### config.mk
export PLATFORM = sky130hd
export DESIGN_NAME = opdec
export DESIGN_NICKNAME = d
export VERILOG_FILES = /design/src/rtl/opdec_pkg.sv /design/src/rtl/opdec_fields.sv /design/src/rtl/opdec_table.sv /design/src/rtl/opdec_len.sv /design/src/rtl/opdec.sv
export SDC_FILE = /design/constraint.sdc
export NUM_CORES = 1
export LEC_CHECK = 0
export ABC_AREA = 1
export ABC_CLOCK_PERIOD_IN_PS = 2200
export BUFFER_PORTS_ARGS = -buffer_cell sky130_fd_sc_hd__buf_4
export CAP_MARGIN = 5
export CORE_ASPECT_RATIO = 1.1
export CORE_MARGIN = 2
export CORE_UTILIZATION = 51
export CTS_CLUSTER_SIZE = 40
export DETAILED_ROUTE_END_ITERATION = 10
export HOLD_SLACK_MARGIN = 0.05
export MAX_ROUTING_LAYER = met4
export PLACE_DENSITY = 0.78
export SLEW_MARGIN = 10
export SYNTH_ARGS = -nofsm -noshare
export SYNTH_HDL_FRONTEND = slang
export SYNTH_HIERARCHICAL = 1
export SYNTH_SLANG_ARGS = --single-unit
### constraint.sdc
create_clock -name clk -period 2.2 [get_ports clk]
set_input_delay 0.44 -clock clk [delete_from_list [all_inputs] [get_ports clk]]
set_output_delay 0.44 -clock clk [all_outputs]
set_load 0.005 [all_outputs]
### src/rtl/opdec_pkg.sv
package opdec_pkg;
  localparam int OPC_W  = 8;
  localparam int GRP_W  = 2;
  localparam int MID_W  = 3;
  localparam int LOW_W  = 3;
  localparam int PAIR_W = MID_W - 1;
  localparam int REG_W  = LOW_W;
  localparam int ALU_W  = MID_W;
  localparam int COND_W = 2;
  localparam int LEN_W  = 2;
  localparam int ADJ_W  = 2;
  localparam int CLS_W  = 6;
  localparam int VEC_W  = OPC_W;
  localparam int VEC_SH = VEC_W - MID_W;

  typedef enum logic [CLS_W-1:0] {
    CLS_NOP, CLS_ST_SP_ABS, CLS_STOP, CLS_JR, CLS_LD_RP_IMM, CLS_ADD_HL_RP,
    CLS_ST_A_IND, CLS_LD_A_IND, CLS_INC16, CLS_DEC16, CLS_INC8, CLS_DEC8,
    CLS_LD_R_IMM, CLS_ACC_OP, CLS_HALT, CLS_MOVE, CLS_ALU_R, CLS_RET,
    CLS_LDH_ST, CLS_ADD_SP_OFS, CLS_LDH_LD, CLS_LD_HL_SPOFS, CLS_POP, CLS_RETI,
    CLS_JP_HL, CLS_LD_SP_HL, CLS_JP, CLS_LDH_ST_C, CLS_ST_A_ABS, CLS_LDH_LD_C,
    CLS_LD_A_ABS, CLS_DI, CLS_EI, CLS_CALL, CLS_PUSH, CLS_ALU_IMM, CLS_RST,
    CLS_PREFIX
  } op_class_e;

  typedef struct packed {
    logic [GRP_W-1:0]  x;
    logic [MID_W-1:0]  y;
    logic [LOW_W-1:0]  z;
    logic [PAIR_W-1:0] p;
    logic              q;
  } op_fields_t;

  typedef struct packed {
    op_class_e         cls;
    logic [REG_W-1:0]  dst;
    logic [REG_W-1:0]  src;
    logic [PAIR_W-1:0] pair;
    logic              alt;
    logic [ADJ_W-1:0]  adj;
    logic [ALU_W-1:0]  alu;
    logic              cen;
    logic [COND_W-1:0] csel;
    logic [VEC_W-1:0]  vec;
    logic              pre;
    logic              ill;
  } op_dec_t;
endpackage

### src/rtl/opdec_fields.sv
module opdec_fields
  import opdec_pkg::*;
(
  input  logic [OPC_W-1:0] op,
  output op_fields_t       f
);
  always_comb begin
    f.x = op[OPC_W-1 -: GRP_W];
    f.y = op[LOW_W +: MID_W];
    f.z = op[LOW_W-1:0];
    f.p = op[LOW_W+1 +: PAIR_W];
    f.q = op[LOW_W];
  end
endmodule

### src/rtl/opdec_table.sv
module opdec_table
  import opdec_pkg::*;
(
  input  op_fields_t f,
  output op_dec_t    d
);
  localparam logic [REG_W-1:0] REG_A = '1;

  always_comb begin
    d = '0;
    d.cls = CLS_NOP;
    unique case (f.x)
      2'd0: begin
        unique case (f.z)
          3'd0: begin
            unique case (f.y)
              3'd0: d.cls = CLS_NOP;
              3'd1: d.cls = CLS_ST_SP_ABS;
              3'd2: d.cls = CLS_STOP;
              default: begin
                d.cls  = CLS_JR;
                d.cen  = f.y[2];
                d.csel = f.y[2] ? f.y[1:0] : '0;
              end
            endcase
          end
          3'd1: begin
            d.pair = f.p;
            d.cls  = f.q ? CLS_ADD_HL_RP : CLS_LD_RP_IMM;
          end
          3'd2: begin
            d.pair = f.p;
            d.cls  = f.q ? CLS_LD_A_IND : CLS_ST_A_IND;
            d.adj  = (f.p == 2'd2) ? 2'd1 : (f.p == 2'd3) ? 2'd2 : 2'd0;
          end
          3'd3: begin
            d.pair = f.p;
            d.cls  = f.q ? CLS_DEC16 : CLS_INC16;
          end
          3'd4: begin d.cls = CLS_INC8;    d.dst = f.y; end
          3'd5: begin d.cls = CLS_DEC8;    d.dst = f.y; end
          3'd6: begin d.cls = CLS_LD_R_IMM; d.dst = f.y; end
          default: begin d.cls = CLS_ACC_OP; d.alu = f.y; end
        endcase
      end
      2'd1: begin
        if (f.z == 3'd6 && f.y == 3'd6) d.cls = CLS_HALT;
        else begin
          d.cls = CLS_MOVE;
          d.dst = f.y;
          d.src = f.z;
        end
      end
      2'd2: begin
        d.cls = CLS_ALU_R;
        d.alu = f.y;
        d.src = f.z;
        d.dst = REG_A;
      end
      default: begin
        unique case (f.z)
          3'd0: begin
            if (!f.y[2]) begin
              d.cls = CLS_RET; d.cen = 1'b1; d.csel = f.y[1:0];
            end else begin
              unique case (f.y[1:0])
                2'd0: d.cls = CLS_LDH_ST;
                2'd1: d.cls = CLS_ADD_SP_OFS;
                2'd2: d.cls = CLS_LDH_LD;
                default: d.cls = CLS_LD_HL_SPOFS;
              endcase
            end
          end
          3'd1: begin
            if (!f.q) begin
              d.cls = CLS_POP; d.pair = f.p; d.alt = 1'b1;
            end else begin
              unique case (f.p)
                2'd0: d.cls = CLS_RET;
                2'd1: d.cls = CLS_RETI;
                2'd2: d.cls = CLS_JP_HL;
                default: d.cls = CLS_LD_SP_HL;
              endcase
            end
          end
          3'd2: begin
            if (!f.y[2]) begin
              d.cls = CLS_JP; d.cen = 1'b1; d.csel = f.y[1:0];
            end else begin
              unique case (f.y[1:0])
                2'd0: d.cls = CLS_LDH_ST_C;
                2'd1: d.cls = CLS_ST_A_ABS;
                2'd2: d.cls = CLS_LDH_LD_C;
                default: d.cls = CLS_LD_A_ABS;
              endcase
            end
          end
          3'd3: begin
            unique case (f.y)
              3'd0: d.cls = CLS_JP;
              3'd1: begin d.cls = CLS_PREFIX; d.pre = 1'b1; end
              3'd6: d.cls = CLS_DI;
              3'd7: d.cls = CLS_EI;
              default: d.ill = 1'b1;
            endcase
          end
          3'd4: begin
            if (!f.y[2]) begin
              d.cls = CLS_CALL; d.cen = 1'b1; d.csel = f.y[1:0];
            end else d.ill = 1'b1;
          end
          3'd5: begin
            if (!f.q) begin
              d.cls = CLS_PUSH; d.pair = f.p; d.alt = 1'b1;
            end else if (f.p == 2'd0) d.cls = CLS_CALL;
            else d.ill = 1'b1;
          end
          3'd6: begin d.cls = CLS_ALU_IMM; d.alu = f.y; end
          default: begin
            d.cls = CLS_RST;
            d.vec = {{VEC_SH{1'b0}}, f.y} << MID_W;
          end
        endcase
      end
    endcase
  end
endmodule

### src/rtl/opdec_len.sv
module opdec_len
  import opdec_pkg::*;
(
  input  op_class_e        cls,
  output logic [LEN_W-1:0] len
);
  always_comb begin
    unique case (cls)
      CLS_ST_SP_ABS, CLS_LD_RP_IMM, CLS_JP, CLS_CALL,
      CLS_ST_A_ABS, CLS_LD_A_ABS:                       len = 2'd3;
      CLS_JR, CLS_LD_R_IMM, CLS_LDH_ST, CLS_LDH_LD, CLS_ADD_SP_OFS,
      CLS_LD_HL_SPOFS, CLS_ALU_IMM, CLS_PREFIX:          len = 2'd2;
      default:                                          len = 2'd1;
    endcase
  end
endmodule

### src/rtl/opdec.sv
module opdec
  import opdec_pkg::*;
(
  input  logic              clk,
  input  logic              rst,
  input  logic              in_valid,
  input  logic [OPC_W-1:0]  opcode,
  output logic              out_valid,
  output logic [CLS_W-1:0]  cls,
  output logic [REG_W-1:0]  dst_reg,
  output logic [REG_W-1:0]  src_reg,
  output logic [PAIR_W-1:0] pair_sel,
  output logic              pair_alt,
  output logic [ADJ_W-1:0]  addr_adj,
  output logic [ALU_W-1:0]  alu_sel,
  output logic              cond_en,
  output logic [COND_W-1:0] cond_sel,
  output logic [LEN_W-1:0]  len,
  output logic [VEC_W-1:0]  rst_vec,
  output logic              prefix,
  output logic              illegal
);
  op_fields_t       fld;
  op_dec_t          dec_c, dec_q;
  logic [LEN_W-1:0] len_c, len_q;

  opdec_fields u_fields (.op(opcode), .f(fld));
  opdec_table  u_table  (.f(fld), .d(dec_c));
  opdec_len    u_len    (.cls(dec_c.cls), .len(len_c));

  always_ff @(posedge clk) begin
    if (rst) begin
      out_valid <= 1'b0;
      dec_q     <= '0;
      len_q     <= 2'd1;
    end else begin
      out_valid <= in_valid;
      if (in_valid) begin
        dec_q <= dec_c;
        len_q <= len_c;
      end
    end
  end

  assign cls      = dec_q.cls;
  assign dst_reg  = dec_q.dst;
  assign src_reg  = dec_q.src;
  assign pair_sel = dec_q.pair;
  assign pair_alt = dec_q.alt;
  assign addr_adj = dec_q.adj;
  assign alu_sel  = dec_q.alu;
  assign cond_en  = dec_q.cen;
  assign cond_sel = dec_q.csel;
  assign len      = len_q;
  assign rst_vec  = dec_q.vec;
  assign prefix   = dec_q.pre;
  assign illegal  = dec_q.ill;
endmodule

* Yosys cells after proc, flatten, opt, wreduce, memory -nomap -nowiden *
Memory sizes are Yosys's and may differ from the RTL's. A register that Yosys moved wholly into a read port is not among the register bits.
Index checks and enable logic that the tools add are counted.

word-level totals
  output and inout bits = 36
  flip-flop bits (word level) = 34
  logic and storage cells = 95
  ROM bits = 128
  input bits = 11
  memories kept = 1

memories
  name              depth  width  rd ports  clocked after memory_dff  write ports  line            source
  (name not given)  64     2      1         1                         0            opdec_len.sv:8  unique case (cls)

cells by class
  reduce and logical (&&, ||, !) cells = 15
  muxes and demuxes = 49
  equal/unequal tests = 17

operators with widths
  cell                  count
  $pmux W6 S7           2
  $mux W6               7
  $pmux W3 S3           4
  $mux W3               10
  $pmux W6 S4           1
  $pmux W6 S3           1
  $eq A3 B3 Y1 const B  5
  $reduce_or A3 Y1      5
  $mux W2               6
  $pmux W3 S2           2
  $pmux W4 S3           1
  $mux W1               11
  $mux W10              1
  $eq A3 B2 Y1 const B  3
  $eq A2 B2 Y1 const B  4
  $reduce_or A7 Y1      1
  $eq A2 B1 Y1 const B  3
  $eq A3 B1 Y1 const B  2
  $logic_not A2 Y1      3
  $logic_not A3 Y1      2
  $pmux W2 S3           1
  $pmux W2 S2           1
  $reduce_or A2 Y1      2
  $reduce_or A4 Y1      1
  other kinds (2)       2

* Longest topological paths before layout *
Gate-level depths: netlist (run 1).

  depth in word-level cells = 5
  gate-level depth with buffers = 21
  gate-level depth less buffers = 20

* Cells and area by module *
Netlist (run 1), hierarchy kept.

modules (own cells, without submodules)
  module        times used  cells each  area each (sq um)
  opdec         1           223         1,497.7
  opdec_table   1           187         910.9
  opdec_len     1           30          131.4
  opdec_fields  1           11          82.6

* Least setup slack after synthesis (run 1) *
No wires, ideal clock.

  path kind = input-to-reg
  start point = input port opcode[6]
  end point = register len_q[0], in the netlist len[0]
  required time = 2.079 ns
  stages = 14
  setup slack = 0.070 ns
  arrival time = 2.009 ns
  cell sequence = buf_4 > ha_1 > buf_2 > inv_1 > clkbuf_1 > nand2_1 > o21ai_1 > inv_1 > nand3_1 > nand2_1 > nand2_1 > nand2_1 > nand2_1 > nand3_1

RTL lines
  what         line         source
  from (decl)  opdec.sv:7   input logic [OPC_W-1:0] opcode,
  to (decl)    opdec.sv:25  logic [LEN_W-1:0] len_c, len_q;

==> results by group, run 1 <==
Die
  – I/O Pins: 47
  – Starting density of the core: 52.81%
  – Die Area: 5732 um2
  – Chip height: 79.21 um
  – Core Area: 4966 um2
  – Die X: 72.37 um
  – Std cell rows: 27

GRT
  – Grt total ovfl: 0
  – Busiest layer in global routing: met2
  – Global Route met2 Usage: 39.72%
  – GR Util met3: 2.411%
  – GRT Overall Usage: 23.44%
  – Antenna violations before repair: 0
  – Largest net degree at the start of global routing: 71
  – Global-route wire length before repair: 10370 um
  – Vias in the first global route: 2380
  – Met1 usage: 28.91%

Run
  – Max-cap violation count: 0

Pwr
  – Clock Power Share: 33.1%
  – Flop pwr share: 41.0%
  – Combinational share of power: 25.9%
  – Pwr Density: 547.3 nW/um2
  – Worst vdd ir: 0.0003071 V
  – Sw power: 0.5106 mW
  – P_int: 1.227 mW
  – Leakage power: 1.763 nW
  – Net Sw Frac: 29.39%

Critical path
  – Setup CP Type: input pin to flop
  – Critical R2R Launch: cls[1]
  – Flop2flop setup slack: 1580 ps
  – Crit end category: flop
  – Worst-path maximum fanout: 5
  – Crit path buf inv count: 5
  – Slowest CP cell: a21oi_1
  – Crit-path max cell delay: 180 ps
  – FF-to-FF path depth: 2
  – CP arrival: 2190 ps
  – CP most frequent cell: nand2_1
  – Required @ worst endpoint: 2380 ps
  – R2r endpoint: cls[1]
  – Crit path launch type: input pin
  – Crit path max-delay family: simple AND/OR/NAND/NOR gates
  – Stages on worst setup path: 20
  – Worst-path cell chain: buf_4, inv_2, ha_1, inv_1, nand2_1, nand3b_1, nand2_1, nand2_1, a21oi_1, nand2_2, inv_2, nand2_2, nand3_1, nand3_1, nand3_1, nand2_1, inv_1, nand2_1, nand2_1, nor2_1

Synthesis
  – YS warnings: 6
  – Most common cell in the netlist: nand2_1
  – Leading area contributor after synthesis: dfxtp_1
  – #FFs+latches synth: 36
  – Area share of the largest cell type after synthesis: 27.48%
  – Syn_area_per_cell: 5.815 um2
  – Register area share after synthesis: 27.48%
  – Synth cell count leaders: 140 x nand2_1, 98 x nor2_1, 65 x inv_1, 36 x dfxtp_1, 23 x nand3_1
  – Cell variety after synth: 25
  – Most used DFF post-synth: dfxtp_1
  – Largest cells by area after synthesis: dfxtp_1 27%, nand2_1 20%, nor2_1 14%
  – Post-Syn Area: 2623 um2
  – Mapped Cells: 451
  – EDFF count, synth: 0
  – Synth async-reset ratio: 0%

Final layout
  – Layout cells sized above 1: 21.29%
  – Max FFs per register: 8
  – Fill cells: 454
  – Fin area: 3174 um2
  – Area Growth Syn to Fin: 21.04%
  – Diodes inserted: 0
  – Nets: 532

Drt
  – Routed wire length: 6268 um
  – DR vias/cell: 4.651
  – First-pass DRT Iterations: 5
  – # DRC: 0
  – First-iteration detailed-routing DRC count: 110
  – Via count: 2651
  – WL per Instance: 11.00 um
  – DRT antenna net count: 0

Worst hold path
  – Hold wc startpoint: rst
  – Hold crit path type: input pin to flop
  – Worst hold path depth: 2
  – Worst Hold End: out_valid

STA
  – Min cycle time layout: 2015 ps
  – Max Freq: 0.4962 GHz
  – Unrepaired setup endpoints after global routing: no
  – Final setup viols: 0
  – Max-slew headroom: 58.95%
  – Setup TNS: 0 ps
  – Max Transition Viols Final: 0
  – Final Hold Vio Count: 0
  – Worst Skew: 0 ps
  – Slew @ Worst Pin: 615.7 ps
  – Period utilization: 91.61%

Clocking
  – Clock tree buffer depth: 2
  – Clk sinks: 36
  – CTS tree: built
  – Clock-pin slew on the worst setup and hold paths: 70 ps
  – Clock Root Buffer: clkbuf_8
  – CTS Buf Count: 5
  – Clk Latency, worst-skew pair: 280 ps
  – CTS H-tree depth: 2

Placed design
  – Dpl hpwl: 5015 um
  – Port Buffer Count: 46
  – Routability cong.: 0.9630
  – Placed inst area: 3053 um2

Status
  – Outcome: finished clean
==> kinds of logic after synthesis <==
| logic type | Yosys count | share of synthesized area (%) |
|---|---|---|
| adders and majority gates | 10 | 4.771 |
| buffers and inverters | 102 | 20.13 |
| other | 1 | 0.1430 |
| AOI/OAI and AO/OA | 20 | 4.341 |
| DFF | 36 | 27.48 |
| and+or+nand+nor | 282 | 43.13 |
==> cell usage in the layout (no fill, tap or decap), types with 2 or more instances in the layout <==
master	n
nand4_1	3
inv_1	62
clkbuf_8	5
a31oi_1	2
o21ai_1	2
conb_1	5
nand3_1	23
nand2_2	5
dfxtp_1	36
buf_4	81
nor3_1	9
nand2_1	137
o21ai_0	5
nor2_2	5
ha_1	10
inv_2	8
a21oi_1	8
nor2_1	97
==> through the flow <==
step / setup slack [ps] / hold WS (ps) / utilization [%] / cells / total power, mW
final: 184.6 / 322.2 / 63.92 / 570 / 1.737
after global routing: 5.887 / 321.0 / 63.92 / 570 / 1.839
after CTS: 128.3 / 318.7 / 63.64 / 570 / 1.747
after detailed placement: -146.4 / 462.8 / 61.48 / 562 / 1.172
after global placement: -63.54 / 459.4 / 61.48 / 562 / 1.165
after floorplan: 69.90 / 451.5 / - / 455 / 1.027
==> power groups by stage <==
stage	combinational, mW	sequential (mW)	clock, mW
global placement	0.438	0.727	0
CTS	0.446	0.713	0.587
floorplan	0.296	0.731	0
detailed placement	0.444	0.728	0
global route	0.511	0.718	0.610
finish	0.450	0.713	0.575
==> per-layer routing <==
layer  wire (um)  part of all wire (%)  vias up
li1            -                     -     1442
met1        2980                    48     1144
met2        2960                    47       53
met3         189                   3.0       12
met4         138                   2.2        0
met5           0                     0        -
==> final cells by class <==
cell class	instances	area [um2]	share of cell area, %
well taps	58	72.57	2.286
clock buffers	6	72.57	2.286
multi-input cells	317	1403	44.19
repair buffers	81	608.1	19.16
inverters	70	262.8	8.278
clock inverters	2	35.03	1.104
flip-flops and latches	36	720.7	22.70
==> worst max-delay path by stage <==
stage                        end      start
after floorplan           len[0]  opcode[6]
after global placement    len[1]  opcode[4]
after detailed placement  len[1]  opcode[3]
after CTS                 len[1]  opcode[3]
after global routing      len[0]  opcode[3]
final                     len[1]  opcode[3]
==> timing repair <==
action                     CTS  global route
setup endpoints to repair    0             2
gates resized for setup      0             8
setup buffers                0             0
hold buffers                 0             0
Power figures use the tool's default switching activity.
==> run 2, diff against run 1 <==
PLACE_DENSITY = 0.79   (was 0.78)
==> results by group, run 2 (same netlist as run 1, synthesis figures left out) <==
Status
  – Outcome: finished clean

Clocking
  – CTS Buf Count: 5
  – Clock Root Buffer: clkbuf_8
  – Clk sinks: 36
  – Clock tree buffer depth: 2
  – Clk Latency, worst-skew pair: 270 ps
  – CTS tree: built
  – CTS H-tree depth: 2
  – Clock-pin slew on the worst setup and hold paths: 70 ps

Pwr
  – Net Sw Frac: 30.09%
  – Worst vdd ir: 0.0002399 V
  – Pwr Density: 521.9 nW/um2
  – Combinational share of power: 27.8%
  – P_int: 1.178 mW
  – Flop pwr share: 42.4%
  – Leakage power: 1.789 nW
  – Sw power: 0.5070 mW
  – Clock Power Share: 29.9%

GRT
  – Busiest layer in global routing: met2
  – GRT Overall Usage: 24.02%
  – Grt total ovfl: 0
  – Vias in the first global route: 2452
  – Antenna violations before repair: 0
  – Global-route wire length before repair: 10720 um
  – Met1 usage: 29.58%
  – Largest net degree at the start of global routing: 71
  – GR Util met3: 2.919%
  – Global Route met2 Usage: 40.09%

STA
  – Final Hold Vio Count: 0
  – Max Transition Viols Final: 0
  – Setup TNS: 0 ps
  – Worst Skew: 0 ps
  – Max Freq: 0.5059 GHz
  – Final setup viols: 0
  – Slew @ Worst Pin: 623.3 ps
  – Min cycle time layout: 1977 ps
  – Period utilization: 89.85%
  – Max-slew headroom: 58.45%
  – Min Hold Slack: 334.3 ps

Final layout
  – Fin area: 3228 um2
  – Nets: 538
  – Most common cell after layout, fill and taps aside: nand2_1
  – Max FFs per register: 8
  – Layout cells sized above 1: 22.44%
  – Area Growth Syn to Fin: 23.09%
  – Most frequent cells in the layout: 138 x nand2_1, 97 x nor2_1, 87 x buf_4
  – Diodes inserted: 0
  – Fin cells: 575

Die
  – Std cell rows: 27
  – Core Area: 4966 um2
  – Die Area: 5732 um2
  – Chip height: 79.21 um
  – I/O Pins: 47
  – Die X: 72.37 um
  – Starting density of the core: 52.81%

Worst hold path
  – Hold crit path type: input pin to flop

Drt
  – Via count: 2731
  – DR vias/cell: 4.750
  – DRT antenna net count: 0
  – WL per Instance: 11.45 um
  – Routed wire length: 6585 um
  – First-iteration detailed-routing DRC count: 117
  – # DRC: 0
  – First-pass DRT Iterations: 5

Critical path
  – CP arrival: 2200 ps
  – Worst-path maximum fanout: 5
  – Required @ worst endpoint: 2420 ps
  – Setup CP Type: input pin to flop
  – Crit end category: flop
  – Crit path launch type: input pin

Run
  – Max-cap violation count: 0

Placed design
  – Routability cong.: 0.9704
  – Port Buffer Count: 46
  – Placed inst area: 3090 um2
  – Dpl hpwl: 5109 um
  – DP Cell Count: 567
run 2: area by class of cell:
class | instances | area, um2
inverter | 70 | 262.8
sequential | 36 | 720.7
clock buffer | 7 | 96.34
fill | 477 | 1738
multi-input combinational | 317 | 1423
timing repair buffer | 87 | 653.1
tap | 58 | 72.57
run 2: power by group through the flow:
stage          combinational (mW)  sequential (mW)  clock [mW]
5_1_grt                     0.528            0.718       0.540
2_1_floorplan               0.296            0.731           0
6_report                    0.468            0.713       0.503
4_1_cts                     0.452            0.714       0.515
3_3_place_gp                0.445            0.727           0
3_5_place_dp                0.451            0.728           0
run 2: repair_timing:
item / CTS / global route
endpoints found under the hold margin: 0 / 0
resized for setup: 0 / 12
hold buffers: 0 / 0
setup endpoints to repair: 0 / 2
setup buffers: 0 / 1
run 2: per-layer routing:
metal  up-vias  share of wire (%)  wire (um)
li1       1453                  -          -
met1      1206                 46       3035
met2        56                 47       3109
met3        16                3.9        257
met4         0                2.8        183
met5         -                  0          0
run 2: path summary, 6_finish.rpt:
path / from / to / slack [ps] / cells after the start
setup / recovery: opcode[3] / len[1] / 220 / 17
hold / removal: rst / out_valid / 330 / 2
setup reg to reg: cls[3] / cls[3] / 1590 / 2
hold reg to reg: len[0] / len[0] / 470 / 2
run 2: critical path, cell delays in order:
cell,delay [ps]
buf_4,130
inv_2,120
ha_1,170
inv_1,50
nor2_1,130
nor2_1,70
nor2_2,120
a21oi_1,60
o21ai_1,300
inv_1,140
nand3_1,110
nand3_1,80
nand2_1,60
inv_1,30
nand2_1,40
nand2_1,50
nor2_1,100
run 2: metrics by stage:
stage	utilization (%)	total power, mW	setup slack [ps]
after floorplan	-	1.027	69.90
after global routing	65.00	1.786	-16.44
after global placement	62.23	1.171	-49.59
after detailed placement	62.23	1.179	-166.3
after CTS	64.17	1.681	140.0
final	65.00	1.685	223.2
